**src/rtl/sched2_pkg.sv**
```systemverilog
package sched2_pkg;
  localparam int WORD_W   = 64;
  localparam int LANES    = 4;
  localparam int S1_ROT_A = 19;
  localparam int S1_ROT_B = 61;
  localparam int S1_SHR   = 6;

  // Reference sigma-one for use by the checker.
  function automatic logic [WORD_W-1:0] sig1_ref(input logic [WORD_W-1:0] x);
    logic [WORD_W-1:0] ra, rb;
    ra = (x >> S1_ROT_A) | (x << (WORD_W - S1_ROT_A));
    rb = (x >> S1_ROT_B) | (x << (WORD_W - S1_ROT_B));
    return ra ^ rb ^ (x >> S1_SHR);
  endfunction
endpackage

```
**src/rtl/sched2_sigma1.sv**
```systemverilog
module sched2_sigma1 #(
  parameter int W     = sched2_pkg::WORD_W,
  parameter int ROT_A = sched2_pkg::S1_ROT_A,
  parameter int ROT_B = sched2_pkg::S1_ROT_B,
  parameter int SHR   = sched2_pkg::S1_SHR
) (
  input  logic [W-1:0] x,
  output logic [W-1:0] y
);
  localparam int RA = ROT_A % W;
  localparam int RB = ROT_B % W;

  logic [2*W-1:0] dbl;
  logic [W-1:0]   rot_a, rot_b;

  always_comb begin
    dbl   = {x, x};
    rot_a = dbl[RA +: W];
    rot_b = dbl[RB +: W];
    y     = rot_a ^ rot_b ^ (x >> SHR);
  end
endmodule

```
**src/rtl/sched2_lane.sv**
```systemverilog
module sched2_lane #(
  parameter int W = sched2_pkg::WORD_W
) (
  input  logic [W-1:0] part,
  input  logic [W-1:0] src,
  output logic [W-1:0] word
);
  logic [W-1:0] s1;

  sched2_sigma1 #(.W(W)) u_sig (
    .x(src),
    .y(s1)
  );

  // Sum is truncated to W bits: modulo 2^W.
  assign word = part + s1;
endmodule

```
**src/rtl/sched2_oreg.sv**
```systemverilog
module sched2_oreg #(
  parameter int DW = 256
) (
  input  logic          clk,
  input  logic          rst,
  input  logic          in_valid,
  output logic          in_ready,
  input  logic [DW-1:0] in_data,
  output logic          out_valid,
  input  logic          out_ready,
  output logic [DW-1:0] out_data
);
  logic take;

  assign in_ready = !out_valid || out_ready;
  assign take     = in_valid && in_ready;

  always_ff @(posedge clk) begin
    if (rst) begin
      out_valid <= 1'b0;
    end else if (take) begin
      out_valid <= 1'b1;
    end else if (out_ready) begin
      out_valid <= 1'b0;
    end
  end

  always_ff @(posedge clk) begin
    if (take) out_data <= in_data;
  end
endmodule

```
**src/rtl/sched2_top.sv**
```systemverilog
module sched2_top
  import sched2_pkg::*;
#(
  parameter int W = WORD_W,
  parameter int N = LANES
) (
  input  logic         clk,
  input  logic         rst,
  input  logic         in_valid,
  output logic         in_ready,
  input  logic [N*W-1:0] in_part,
  input  logic [N*W-1:0] in_hist,
  output logic         out_valid,
  input  logic         out_ready,
  output logic [N*W-1:0] out_word
);
  localparam int HALF = N / 2;
  localparam int VW   = N * W;

  logic [VW-1:0] comb_word;

  // Lower history half is not part of the computation.
  logic unused_hist;
  assign unused_hist = ^in_hist[HALF*W-1:0];

  genvar i;
  generate
    for (i = 0; i < HALF; i++) begin : g_chain
      // First level: sigma-one of the newest history words.
      sched2_lane #(.W(W)) u_lo (
        .part(in_part[i*W +: W]),
        .src (in_hist[(HALF+i)*W +: W]),
        .word(comb_word[i*W +: W])
      );
      // Second level: sigma-one of the first-level results.
      sched2_lane #(.W(W)) u_hi (
        .part(in_part[(HALF+i)*W +: W]),
        .src (comb_word[i*W +: W]),
        .word(comb_word[(HALF+i)*W +: W])
      );
    end
  endgenerate

  sched2_oreg #(.DW(VW)) u_oreg (
    .clk      (clk),
    .rst      (rst),
    .in_valid (in_valid),
    .in_ready (in_ready),
    .in_data  (comb_word),
    .out_valid(out_valid),
    .out_ready(out_ready),
    .out_data (out_word)
  );
endmodule

```
**config.mk**
```make
export PLATFORM = sky130hd
export DESIGN_NAME = sched2_top
export DESIGN_NICKNAME = d
export VERILOG_FILES = /design/src/rtl/sched2_pkg.sv /design/src/rtl/sched2_sigma1.sv /design/src/rtl/sched2_lane.sv /design/src/rtl/sched2_oreg.sv /design/src/rtl/sched2_top.sv
export SDC_FILE = /design/constraint.sdc
export NUM_CORES = 1
export LEC_CHECK = 0
export CAP_MARGIN = 0
export CELL_PAD_IN_SITES_DETAIL_PLACEMENT = 1
export CELL_PAD_IN_SITES_GLOBAL_PLACEMENT = 2
export CORE_UTILIZATION = 30
export CTS_BUF_LIST = sky130_fd_sc_hd__clkbuf_8
export DETAILED_ROUTE_END_ITERATION = 6
export HOLD_SLACK_MARGIN = 0.06
export PLACE_DENSITY = 0.91
export SLEW_MARGIN = 20
export SYNTH_ARGS = -nofsm -noshare
export SYNTH_HDL_FRONTEND = slang
export SYNTH_SLANG_ARGS = --single-unit
export TNS_END_PERCENT = 20
```
**constraint.sdc**
```tcl
create_clock -name clk -period 9.4 [get_ports clk]
set_input_delay 1.88 -clock clk [delete_from_list [all_inputs] [get_ports clk]]
set_output_delay 1.88 -clock clk [all_outputs]
set_load 0.02 [all_outputs]
```
==> results.yml, run 1 <==
clock_tree:
  cts-buffers-inserted: 51
  path_clk_slew_ps: 70
  hold_buffers: 0
  clock-sinks: 257
  cts_setup_buffers: 0
  root_buffer: "clkbuf_8"
  clock_path_buffers: 3
  clkLatencyLatePin_ps: 720
  cts_resized: 0
  htreeDepth: 2
  tritoncts: "done"
worst_setup_path:
  crit_path_end_kind: "flip-flop"
  r2r-start: "u_oreg.out_valid"
  cp_slowest_cell: "clkdlybuf4s50_1"
  worst-path-max-fanout: 4
  max_stage_delay_ps: 530
  critical_path.startpoint: "in_hist[154]"
  crit_required_ps: 9850
  cp_data_arrival_time_ps: 9200
  rr_worst_depth: 3
  cp-start-kind: "primary input"
  crit_type: "in2reg"
  crit_top_cell: "buf_4"
sta:
  whs_ps: 542.9
  hold_viol_final: 0
  skew_ps: 21.36
  rsz0062_at_grt: "no"
  post-route-period-util_pct: 93.04
  fin_tns_setup_ps: 0
  min_period_ps: 8746
  fmax_mhz: 114.3
  worstMarginPinSlew_ps: 1004
  final_max_slew_viol_count: 0
  slew_headroom_pct: 32.61
  setup_viol: 0
synth:
  syn_nets: 3683
  synth_area_per_cell_um2: 9.393
  ys_warn_count: 0
  yosys-top-cells-area: "edfxtp_1 28%, xnor2_1 18%, ha_1 12%"
  ys_seq_area_share_pct: 28.33
  synthDistinctLibCells: 108
  synth_area_um2: 27200
  yosys_most_used_dff: "edfxtp_1"
  synthArstFlopShare_pct: 0
  synth_most_common_cell: "xnor2_1"
  synth_edf_count: 256
  ys_ff_latch: 257
  yosysTopAreaCell: "edfxtp_1"
  synthTopCellsByCount: "571 x xnor2_1, 279 x a21oi_1, 267 x ha_1"
  synth_cells: 2896
  yosysTopAreaCellShare_pct: 28.26
die:
  dieArea_um2: 91880
  dieWidth_um: 303.1
  core-area_um2: 89870
  start_util_pct: 30.27
  pin_count: 774
  fp-row-count: 110
  die_h_um: 303.1
layout:
  nets: 4669
  area.growth.synth_to_final_pct: 42.02
  instances_no_fill: 5107
  drive_gt1_share_pct: 13.46
  nFillCells: 10300
  design_area_um2: 38630
place:
  placed_area_um2: 37560
  portBuffers: 645
  hpwlAfterDp_um: 118500
  dp.cells: 5005
  place_congestion: 0.9725
min_path:
  min_path_cells: 2
  hp-class: "reg2reg"
  min_from: "u_oreg.out_valid"
detailed_routing:
  routedWlPerCell_um: 26.70
  remaining_drc_errors: 0
  detail-route-antenna-nets: 0
  drt_iter0_drc: 1809
  via_per_inst: 5.315
  first_pass_iters: 6
  vias: 27150
  routed_wl_um: 136300
grt:
  gr-usage-all-layers_pct: 28.59
  antenna_found_initial: 18
  grt_overflow: 0
  grt_max_degree: 142
  grt_pass1_wl_um: 190100
  grt_pass1_vias: 28000
run:
  maxCapViolations: 0
outcome:
  status: "finished, final reports clean"
power:
  power_density_nw_per_um2: 468.4
  leakagePower_nw: 15.43
  ir_worst_vdd_v: 0.0001762
  power_mw: 18.10
==> registers in the layout (all words and copies together) (netlist names) <==
name and count:
u_oreg.out_data 256, u_oreg.out_valid 1
==> metrics by stage <==
step / utilization [%] / setup slack [ps]
after CTS: 42.96 / 793.2
after global routing: 42.98 / 258.7
after detailed placement: 41.79 / 67.54
after floorplan: - / 760.6
final: 42.98 / 654.2
after global placement: 41.79 / 138.3
==> final timing paths <==
path                           to  slack [ps]
max          u_oreg.out_data[186]         650
min              u_oreg.out_valid         540
max reg2reg   u_oreg.out_data[10]        6950
min reg2reg      u_oreg.out_valid         540
==> layer usage <==
metal	routed length, um	GRT usage, %	up-vias
met5	124	0	-
met4	6662	13.04	20
met3	8838	5.633	265
met2	62600	46.57	972
met1	58110	36.37	13310
li1	-	-	12580
==> critical path: cells and delay by family <==
kind / cells / cell delay [ps]
simple gates: 6 / 1060
compound gates: 13 / 2920
fa+ha+maj: 3 / 800
xor+xnor: 5 / 1060
buf+inv: 7 / 1430
==> area by class of cell <==
cell class | instances | area (um^2) | area share [%]
Multi-Input combinational cell | 2489 | 18900 | 48.93
Antenna cell | 9 | 22.52 | 0.05830
Inverter | 75 | 281.5 | 0.7287
Sequential cell | 257 | 7707 | 19.95
Clock buffer | 51 | 701.9 | 1.817
Timing Repair Buffer | 1008 | 9194 | 23.80
Clock inverter | 42 | 349.1 | 0.9036
Tap cell | 1176 | 1471 | 3.809
==> cell families (layout without fill, tap and decap cells) <==
group           Yosys count  in the layout  share of synthesized area (%)
other cells               0              9                              0
compound gates          854            854                          21.16
simple gates            630            630                          11.41
fa+ha+maj               271            271                          12.58
buf+inv                 150           1176                          2.176
xor+xnor                734            734                          24.34
flops                   257            257                          28.33
==> where the power goes <==
part	internal (mW)	total, mW	switching [mW]	leakage (nW)
Clock	0.675	1.26	0.585	0.577
Sequential	2.29	2.49	0.198	2.48
Combinational	6.09	14.3	8.26	12.4
Total	9.05	18.1	9.04	15.4
==> cell usage in the layout (no fill, tap or decap), types with 11 or more instances in the layout <==
| master | count |
|---|---|
| nor3_1 | 31 |
| nand4_1 | 62 |
| and3_1 | 24 |
| a31oi_1 | 20 |
| nand2_1 | 197 |
| o21ai_0 | 131 |
| o211ai_1 | 17 |
| o21bai_1 | 48 |
| nor2b_1 | 22 |
| o31ai_1 | 18 |
| a21oi_1 | 279 |
| buf_4 | 362 |
| o21ai_1 | 18 |
| ha_1 | 267 |
| clkbuf_8 | 51 |
| a211oi_1 | 27 |
| clkdlybuf4s50_1 | 645 |
| nand2b_1 | 24 |
| o21a_1 | 25 |
| a21o_1 | 139 |
| xnor2_1 | 571 |
| and2_1 | 16 |
| edfxtp_1 | 256 |
| xnor2_2 | 13 |
| nor2_1 | 145 |
| or3_1 | 11 |
| xor2_1 | 140 |
| nor4_1 | 14 |
| clkinv_1 | 12 |
| nand3_1 | 49 |
| inv_1 | 85 |
No activity file was read; power rests on OpenSTA's default activity.
==> run 2, diff against run 1 <==
--- a/config.mk
+++ b/config.mk
@@ -11,6 +11,7 @@
 export CORE_UTILIZATION = 30
 export CTS_BUF_LIST = sky130_fd_sc_hd__clkbuf_8
 export DETAILED_ROUTE_END_ITERATION = 6
+export GPL_ROUTABILITY_DRIVEN = 1
 export HOLD_SLACK_MARGIN = 0.06
 export PLACE_DENSITY = 0.91
 export SLEW_MARGIN = 20
==> results of run 2 <==
No change in the layout: final DEF, timing and power equal those of run 1.
==> run 3, diff against run 2 <==
--- a/config.mk
+++ b/config.mk
@@ -5,7 +5,7 @@
 export SDC_FILE = /design/constraint.sdc
 export NUM_CORES = 1
 export LEC_CHECK = 0
-export CAP_MARGIN = 0
+export CAP_MARGIN = 20
 export CELL_PAD_IN_SITES_DETAIL_PLACEMENT = 1
 export CELL_PAD_IN_SITES_GLOBAL_PLACEMENT = 2
 export CORE_UTILIZATION = 30
==> results of run 3 <==
No change in the layout: final DEF, timing and power equal those of run 1.
